--- src/rtl/sram_host_pkg.sv ---
package sram_host_pkg;

  // Synchronized control pins; every field is active low so reset = all ones.
  typedef struct packed {
    logic ce_n;
    logic oe_n;
    logic we_n;
    logic busy_n;
    logic pwr_ok_n_inv; // 1 when supply is good
  } hp_ctl_t;

  localparam int HP_CTL_W = $bits(hp_ctl_t);

  typedef enum logic [1:0] {
    HP_IDLE    = 2'd0,
    HP_READ    = 2'd1,
    HP_WRITE   = 2'd2,
    HP_BLOCKED = 2'd3
  } hp_mode_e;

endpackage

--- src/rtl/hp_sync.sv ---
module hp_sync #(
  parameter int           W       = 8,
  parameter int           STAGES  = 2,
  parameter logic [W-1:0] RST_VAL = '0
) (
  input  logic         clk,
  input  logic         rst_n,
  input  logic [W-1:0] d,
  output logic [W-1:0] q,
  output logic         vld
);

  logic [W-1:0]      chain_q [STAGES];
  logic [STAGES-1:0] fill_q;

  for (genvar s = 0; s < STAGES; s++) begin : g_stage
    always_ff @(posedge clk or negedge rst_n) begin
      if (!rst_n) begin
        chain_q[s] <= RST_VAL;
        fill_q[s]  <= 1'b0;
      end else begin
        chain_q[s] <= (s == 0) ? d : chain_q[(s == 0) ? 0 : s-1];
        fill_q[s]  <= (s == 0) ? 1'b1 : fill_q[(s == 0) ? 0 : s-1];
      end
    end
  end

  assign q   = chain_q[STAGES-1];
  assign vld = fill_q[STAGES-1];

endmodule

--- src/rtl/hp_decode.sv ---
module hp_decode
  import sram_host_pkg::*;
#(
  parameter int AW = 10,
  parameter int DW = 16,
  localparam int NB = DW / 8
) (
  input  logic          clk,
  input  logic          rst_n,
  input  logic          in_vld,
  input  hp_ctl_t       ctl,
  input  logic [NB-1:0] be_n,
  input  logic [AW-1:0] addr,
  input  logic [DW-1:0] wdata,
  input  logic          nv_done,
  output logic          rd_req,
  output logic [AW-1:0] rd_addr,
  output logic [NB-1:0] rd_be_n,
  output logic          commit,
  output logic [AW-1:0] cm_addr,
  output logic [DW-1:0] cm_data,
  output logic [NB-1:0] cm_be_n,
  output logic          acc_valid,
  output logic          acc_write,
  output logic [AW-1:0] acc_addr
);

  hp_ctl_t       prv_q;
  logic          prv_vld_q;
  logic [AW-1:0] prv_addr_q;
  logic          armed_q, wr_open_q, rd_open_q;
  logic [AW-1:0] cap_addr_q;
  logic [DW-1:0] cap_data_q;
  logic [NB-1:0] cap_be_n_q;
  hp_mode_e      mode;
  logic          fell_ce, fell_we, rose_ce, rose_we;
  logic          wr_now, rd_now, rd_start;

  // Edges only count once the previous sample holds real pin data.
  assign fell_ce = prv_vld_q &  prv_q.ce_n & ~ctl.ce_n;
  assign fell_we = prv_vld_q &  prv_q.we_n & ~ctl.we_n;
  assign rose_ce = prv_vld_q & ~prv_q.ce_n &  ctl.ce_n;
  assign rose_we = prv_vld_q & ~prv_q.we_n &  ctl.we_n;

  always_comb begin
    if (!prv_vld_q || ctl.ce_n) begin
      mode = HP_IDLE;
    end else if (!ctl.we_n) begin
      if (ctl.busy_n && ctl.pwr_ok_n_inv && !nv_done &&
          (armed_q || fell_ce || fell_we))
        mode = HP_WRITE;
      else
        mode = HP_BLOCKED;
    end else if (!ctl.oe_n && ctl.busy_n) begin
      mode = HP_READ;
    end else begin
      mode = HP_IDLE;
    end
  end

  assign wr_now   = (mode == HP_WRITE);
  assign rd_now   = (mode == HP_READ);
  assign rd_start = rd_now & (~rd_open_q | (addr != prv_addr_q));

  // A write lands only on the rising edge that ends it, with conditions still good.
  assign commit = wr_open_q & ~wr_now & (rose_ce | rose_we) & armed_q &
                  ctl.busy_n & ctl.pwr_ok_n_inv & ~nv_done;

  always_ff @(posedge clk or negedge rst_n) begin
    if (!rst_n) begin
      prv_q      <= '1;
      prv_vld_q  <= 1'b0;
      prv_addr_q <= '0;
      wr_open_q  <= 1'b0;
      rd_open_q  <= 1'b0;
    end else begin
      prv_q      <= ctl;
      prv_vld_q  <= in_vld;
      prv_addr_q <= addr;
      wr_open_q  <= wr_now;
      rd_open_q  <= rd_now;
    end
  end

  // Write lockout: cleared by reset, transfer end or low supply; set by a fresh edge.
  always_ff @(posedge clk or negedge rst_n) begin
    if (!rst_n)                               armed_q <= 1'b0;
    else if (nv_done || !ctl.pwr_ok_n_inv)    armed_q <= 1'b0;
    else if (fell_ce || fell_we)              armed_q <= 1'b1;
  end

  always_ff @(posedge clk or negedge rst_n) begin
    if (!rst_n) begin
      cap_addr_q <= '0;
      cap_data_q <= '0;
      cap_be_n_q <= '1;
    end else if (wr_now) begin
      cap_addr_q <= addr;
      cap_data_q <= wdata;
      cap_be_n_q <= be_n;
    end
  end

  always_ff @(posedge clk or negedge rst_n) begin
    if (!rst_n) begin
      acc_valid <= 1'b0;
      acc_write <= 1'b0;
      acc_addr  <= '0;
    end else begin
      acc_valid <= commit | rd_start;
      acc_write <= commit;
      acc_addr  <= commit ? cap_addr_q : addr;
    end
  end

  assign rd_req  = rd_now;
  assign rd_addr = addr;
  assign rd_be_n = be_n;
  assign cm_addr = cap_addr_q;
  assign cm_data = cap_data_q;
  assign cm_be_n = cap_be_n_q;

  p_commit_after_low_pins_r3: assert property (@(posedge clk) disable iff (!rst_n)
    commit |-> ($past(!ctl.we_n) && $past(!ctl.ce_n)));

  p_nv_blocks_next_commit_r7: assert property (@(posedge clk) disable iff (!rst_n)
    nv_done |=> !commit);

  p_low_supply_blocks_r8: assert property (@(posedge clk) disable iff (!rst_n)
    $past(!ctl.pwr_ok_n_inv) |-> !commit);

  p_write_record_from_commit_r10: assert property (@(posedge clk) disable iff (!rst_n)
    (acc_valid && acc_write) |-> $past(commit));

  p_write_flag_needs_valid_r10: assert property (@(posedge clk) disable iff (!rst_n)
    acc_write |-> acc_valid);

endmodule

--- src/rtl/hp_bus.sv ---
module hp_bus #(
  parameter int AW = 10,
  parameter int DW = 16,
  localparam int NB = DW / 8
) (
  input  logic          clk,
  input  logic          rst_n,
  input  logic          rd_req,
  input  logic [AW-1:0] rd_addr,
  input  logic [NB-1:0] rd_be_n,
  input  logic          commit,
  input  logic [AW-1:0] cm_addr,
  input  logic [DW-1:0] cm_data,
  input  logic [NB-1:0] cm_be_n,
  input  logic [DW-1:0] mem_rdata,
  output logic          mem_we,
  output logic [NB-1:0] mem_be,
  output logic [AW-1:0] mem_addr,
  output logic [DW-1:0] mem_wdata,
  output logic [DW-1:0] dq_out,
  output logic [NB-1:0] dq_oe
);

  logic          rd_d1_q;
  logic [NB-1:0] rd_be_n_d1_q;

  always_ff @(posedge clk or negedge rst_n) begin
    if (!rst_n) begin
      mem_we       <= 1'b0;
      mem_be       <= '0;
      mem_addr     <= '0;
      mem_wdata    <= '0;
      rd_d1_q      <= 1'b0;
      rd_be_n_d1_q <= '1;
    end else begin
      mem_we       <= commit;
      mem_be       <= commit ? ~cm_be_n : '0;
      mem_addr     <= commit ? cm_addr : rd_addr;
      mem_wdata    <= cm_data;
      rd_d1_q      <= rd_req & ~commit; // array port busy with the write
      rd_be_n_d1_q <= rd_be_n;
    end
  end

  for (genvar b = 0; b < NB; b++) begin : g_lane
    always_ff @(posedge clk or negedge rst_n) begin
      if (!rst_n) begin
        dq_oe[b]          <= 1'b0;
        dq_out[b*8 +: 8]  <= '0;
      end else begin
        dq_oe[b]          <= rd_d1_q & ~rd_be_n_d1_q[b];
        dq_out[b*8 +: 8]  <= mem_rdata[b*8 +: 8];
      end
    end
  end

  p_single_strobe_r3: assert property (@(posedge clk) disable iff (!rst_n)
    mem_we |=> !mem_we);

  p_no_drive_beside_strobe_r4: assert property (@(posedge clk) disable iff (!rst_n)
    $past(mem_we) |-> (dq_oe == '0));

endmodule

--- src/rtl/sram_host_port.sv ---
module sram_host_port
  import sram_host_pkg::*;
#(
  parameter int AW          = 10,
  parameter int DW          = 16,
  parameter int SYNC_STAGES = 2,
  localparam int NB = DW / 8
) (
  input  logic          clk,
  input  logic          rst_n,
  input  logic          ce_n,
  input  logic          oe_n,
  input  logic          we_n,
  input  logic [NB-1:0] be_n,
  input  logic          busy_n,
  input  logic          supply_low,
  input  logic          nv_done,
  input  logic [AW-1:0] addr,
  input  logic [DW-1:0] dq_in,
  output logic [DW-1:0] dq_out,
  output logic [NB-1:0] dq_oe,
  output logic          mem_we,
  output logic [NB-1:0] mem_be,
  output logic [AW-1:0] mem_addr,
  output logic [DW-1:0] mem_wdata,
  input  logic [DW-1:0] mem_rdata,
  output logic          acc_valid,
  output logic          acc_write,
  output logic [AW-1:0] acc_addr
);

  localparam int CW = HP_CTL_W + NB;
  localparam int XW = AW + DW;

  logic [CW-1:0] ctl_raw, ctl_s;
  logic [XW-1:0] dat_raw, dat_s;
  logic          ctl_vld, dat_vld;
  hp_ctl_t       ctl;
  logic [NB-1:0] be_n_s;

  logic          rd_req, commit;
  logic [AW-1:0] rd_addr, cm_addr;
  logic [NB-1:0] rd_be_n, cm_be_n;
  logic [DW-1:0] cm_data;

  assign ctl_raw = {ce_n, oe_n, we_n, busy_n, ~supply_low, be_n};
  assign dat_raw = {addr, dq_in};

  hp_sync #(.W(CW), .STAGES(SYNC_STAGES), .RST_VAL({CW{1'b1}})) u_sync_ctl (
    .clk(clk), .rst_n(rst_n), .d(ctl_raw), .q(ctl_s), .vld(ctl_vld));

  hp_sync #(.W(XW), .STAGES(SYNC_STAGES), .RST_VAL({XW{1'b0}})) u_sync_dat (
    .clk(clk), .rst_n(rst_n), .d(dat_raw), .q(dat_s), .vld(dat_vld));

  assign ctl    = hp_ctl_t'(ctl_s[CW-1:NB]);
  assign be_n_s = ctl_s[NB-1:0];

  hp_decode #(.AW(AW), .DW(DW)) u_decode (
    .clk(clk), .rst_n(rst_n), .in_vld(ctl_vld & dat_vld), .ctl(ctl),
    .be_n(be_n_s), .addr(dat_s[XW-1:DW]), .wdata(dat_s[DW-1:0]),
    .nv_done(nv_done), .rd_req(rd_req), .rd_addr(rd_addr), .rd_be_n(rd_be_n),
    .commit(commit), .cm_addr(cm_addr), .cm_data(cm_data), .cm_be_n(cm_be_n),
    .acc_valid(acc_valid), .acc_write(acc_write), .acc_addr(acc_addr));

  hp_bus #(.AW(AW), .DW(DW)) u_bus (
    .clk(clk), .rst_n(rst_n), .rd_req(rd_req), .rd_addr(rd_addr),
    .rd_be_n(rd_be_n), .commit(commit), .cm_addr(cm_addr), .cm_data(cm_data),
    .cm_be_n(cm_be_n), .mem_rdata(mem_rdata), .mem_we(mem_we), .mem_be(mem_be),
    .mem_addr(mem_addr), .mem_wdata(mem_wdata), .dq_out(dq_out), .dq_oe(dq_oe));

  p_deselect_no_drive_r2: assert property (@(posedge clk) disable iff (!rst_n)
    ($past(ce_n, 4) && $past(ce_n, 3) && $past(ce_n, 2)) |-> (dq_oe == '0));

endmodule

--- config.mk ---
export PLATFORM = sky130hd
export DESIGN_NAME = sram_host_port
export DESIGN_NICKNAME = d
export VERILOG_FILES = /design/src/rtl/sram_host_pkg.sv /design/src/rtl/hp_sync.sv /design/src/rtl/hp_decode.sv /design/src/rtl/hp_bus.sv /design/src/rtl/sram_host_port.sv
export SDC_FILE = /design/constraint.sdc
export NUM_CORES = 1
export LEC_CHECK = 0
export ABC_AREA = 1
export BUFFER_PORTS_ARGS = -buffer_cell sky130_fd_sc_hd__buf_2
export CORE_ASPECT_RATIO = 0.7
export CORE_MARGIN = 2
export CORE_UTILIZATION = 53
export CTS_CLUSTER_DIAMETER = 100
export DETAILED_ROUTE_END_ITERATION = 8
export HOLD_SLACK_MARGIN = 0.1
export PLACE_DENSITY = 0.77
export SLEW_MARGIN = 5
export SYNTH_ARGS = -nofsm -noshare
export SYNTH_HDL_FRONTEND = slang
export SYNTH_SLANG_ARGS = --single-unit
--- constraint.sdc ---
create_clock -name clk -period 1.54 [get_ports clk]
set_input_delay 0.154 -clock clk [delete_from_list [all_inputs] [get_ports clk]]
set_output_delay 0.154 -clock clk [all_outputs]
set_load 0.005 [all_outputs]
==> metrics.md <==
| Metric | Value |
|---|---|
| Status | `complete, but fails checks` |
| Failing checks | `setup timing` |
| Clk_lat worst skew | `between 0.4 and 0.5 ns` |
| RR Startpoint | `u_sync_ctl.q[2]$_DFF_PN1_` |
| GRT overflow | `0` |
| Internal power | `7.65 mW` |
| EDFF count, synth | `0` |
| Part of the power in registers | `47.9%` |
| Worst Path Arrival | `1.89 ns` |
| Final count of pins violating max slew | `0` |
| DIE AREA | `10300 µm²` |
| Worst hold path type | `in -> async` |
| Site Rows | `29` |
| Die X | `121 µm` |
| Setup crit start | `u_sync_ctl.q[2]$_DFF_PN1_` |
| Final setup fails | `23` |
| Wire per inst | `17.1 µm` |
| Pleak | `~3.7 nW` |
| Die Height | `85.6 µm` |
| Max incr delay on CP | `0.52 ns` |
| GPL Wtd Cong | `roughly 0.7` |
| First-pass GRT wire length | `15900 µm` |
| CP Cell Sequence | `inv_2 -> nor2_4 -> nand2_2 -> nor2_4 -> nand3_4 -> buf_12 -> clkbuf_16 -> nand2_4 -> o21ai_1` |
| Sequential area share after synthesis | `81.5%` |
| Max-Cap Viols | `0` |
| DR vias/cell | `4.74` |
| Via count | `3258` |
| Synth Flop Type | `dfrtp_1` |
| CTS tree | `built` |
| All-Layer GR Usage | `a little over a fifth` |
| Placed Area | `5710 µm²` |
| Post-synth net total | `420` |
| CP max stage cell | `dfstp_2` |
| Async S/R FF share, synth | `100%` |
| Final Skew | `0.0150 ns` |
| Area growth, synth to finish | `45.7%` |
| H-tree Lvls | `4` |
| Logic pwr share | `5.9%` |
| WS Path Type | `reg -> reg` |
| Kind of cell adding the most delay to the critical path | `flip-flops` |
| Pwr dens | `1340 nW/µm²` |
| Crit path buf inv count | `3` |
| DP Wirelength | `5380 µm` |
| CP most frequent cell | `nor2_4` |
| RSZ-0062 raised after global routing | `yes` |
| Initial antenna violation count | `0` |
| Switch Pwr | `approximately 2.2 mW` |
| ANT nets after route | `0` |
| Final critical-path share of the clock period | `104%` |
| Finished layout cell area | `7340 µm²` |
| Crit path capture type | `flip-flop` |
| Antenna cells | `0` |
| Peak VDD IR | `0.00107 V` |
| Min cycle time layout | `1.60 ns` |
| Clk sinks | `163` |
| Power Total | `between 9 and 10 mW` |
| Vias in the first global route | `3270` |
| Routed wire length | `about 12000 µm` |
| I/O Pins | `about 110` |
| Mapped cell area | `5040 µm²` |
| # DRC | `0` |
| Initial core utilization | `55.1%` |
| Core Region | `9140 µm²` |
| Post-synthesis cell type count | `23` |
| Clock buffer depth | `2` |
| # port buffers | `110` |
| Critical Path Start Type | `flip-flop` |
| Clock slew at reported path FFs | `0.07 ns` |
| Detailed Routing Iterations Pass 1 | `4` |
| Max Freq | `~630 MHz` |
| Initial DRC count | `249` |
| Hold Vio Cnt, Final | `0` |
| TritonCTS Buffers | `17` |
| Synth Area per Inst | `between 10 and 15 µm²` |
| Switching Fraction | `22.3%` |
| Worst Path Required | `1.84 ns` |
| Setup_tns | `-0.787 ns` |
| Layout cells sized above 1 | `43.2%` |
| Clock Power Share | `46.2%` |
| FF+latch count, synth | `163` |
| Syn. warnings | `0` |
| Final Net Count | `602` |
| CP Max Fanout | `5` |
| Largest net degree at the start of global routing | `53` |
| Root buffer cell | `clkbuf_16` |
| Worst setup margin | `-0.0551 ns` |
| Syn Inst Count | `368` |
-- through the flow --
stage | cells | hold WS [ns] | util, % | worst slack (ns)
after floorplan | 368 | -0.142 | - | 0.158
after global placement | 590 | 0.0488 | 62.5 | 0.143
after detailed placement | 590 | 0.0462 | 62.5 | 0.0138
after CTS | 674 | 0.184 | 75.5 | 0.00346
after global routing | 687 | 0.187 | 80.3 | -0.122
final | 687 | 0.181 | 80.3 | -0.0551
-- layout by cell type (no fill, tap or decap), drive strengths merged --
master	count
a21boi	1
buf	124
bufinv	4
clkbuf	24
clkinv	3
clkinvlp	4
conb	1
dfrtp	143
dfstp	20
dlygate4sd3	51
inv	36
nand2	113
nand3	6
nand3b	1
nor2	12
o21ai	18
o22ai	1
xor2	1
-- registers in the layout, indices dropped and copies added, names as in the netlist, 2 cells and up --
name / count
u_bus.mem_addr: 10
u_decode.prv_addr_q: 10
u_bus.dq_oe: 2
u_sync_dat.chain_q: 26
u_bus.mem_be: 2
u_sync_ctl.chain_q: 7
u_decode.cm_be_n: 2
u_bus.dq_out: 16
u_decode.prv_q: 2
u_bus.mem_wdata: 16
u_sync_ctl.q: 7
u_decode.cm_addr: 10
u_bus.rd_be_n_d1_q: 2
u_sync_dat.q: 26
u_decode.cm_data: 16
-- path summary, 6_finish.rpt --
| check | slack (ns) | end | depth (start not counted) |
|---|---|---|---|
| min in group clk | 0.35 | u_sync_dat.q[16]$_DFF_PN0_ | 0 |
| max | -0.06 | u_decode.cm_addr[0]$_DFFE_PN0P_ | 9 |
| max reg2reg | -0.06 | u_decode.cm_addr[0]$_DFFE_PN0P_ | 9 |
| min reg2reg | 0.35 | u_sync_dat.q[16]$_DFF_PN0_ | 0 |
| min | 0.18 | u_bus.mem_addr[4]$_DFF_PN0_ | 2 |
| max in group asynchronous | 0.73 | u_bus.rd_be_n_d1_q[1]$_DFF_PN1_ | 3 |
-- synthesized netlist by cell type (3+ instances only) --
master,n,share of area (%)
nand2_2,9,1.1
buf_6,3,0.67
buf_4,11,1.6
dfstp_2,20,10
dfrtp_1,143,71
buf_2,3,0.30
inv_1,30,2.2
nand2_1,104,7.7
nand3_1,5,0.50
nor2_1,11,0.82
o21ai_0,17,1.7
-- area by class of cell --
class | instances | area [µm²]
inverter | 32 | 133
multi-input combinational | 154 | 867
sequential | 163 | 4100
clock inverter | 14 | 201
clock buffer | 18 | 439
fill | 514 | 1800
tap | 124 | 155
timing repair inverter | 1 | 8.76
timing repair buffer | 181 | 1430
-- power groups by stage --
stage                     Sequential, mW  Clock, mW  Combinational (mW)
after floorplan                     4.73          0               0.134
after global placement              4.74          0               0.392
after detailed placement            4.75          0               0.410
after CTS                           4.68       4.56               0.518
after global routing                4.74       4.83               0.650
final                               4.72       4.55               0.585
-- cell families after synthesis --
| kind of cell | Yosys count | synth area share (%) |
|---|---|---|
| simple gates | 132 | 10.7 |
| flops | 163 | 81.5 |
| other cells | 1 | 0.0744 |
| buf+inv | 51 | 5.51 |
| compound gates | 20 | 2.06 |
| xor+xnor | 1 | 0.174 |
-- per-layer routing --
layer  routed length, µm  share of wire [%]  GRT usage, %  vias up
met5                   0                  0             0        -
met4                 189                1.6          8.46        0
met3                 659                5.6          6.65       18
met2                5930                 51          33.3      128
met1                4950                 42          27.8     1637
li1                    -                  -             -     1475
-- what timing repair did --
action,in CTS,in global routing
endpoints found under the hold margin,196,0
endpoints found under the setup margin,1,32
resized for setup,5,73
buffers inserted,0,4
pin swaps,1,16
hold buffers,51,0
cloned,1,9
Note: power is estimated with default switching activity, not from simulation.
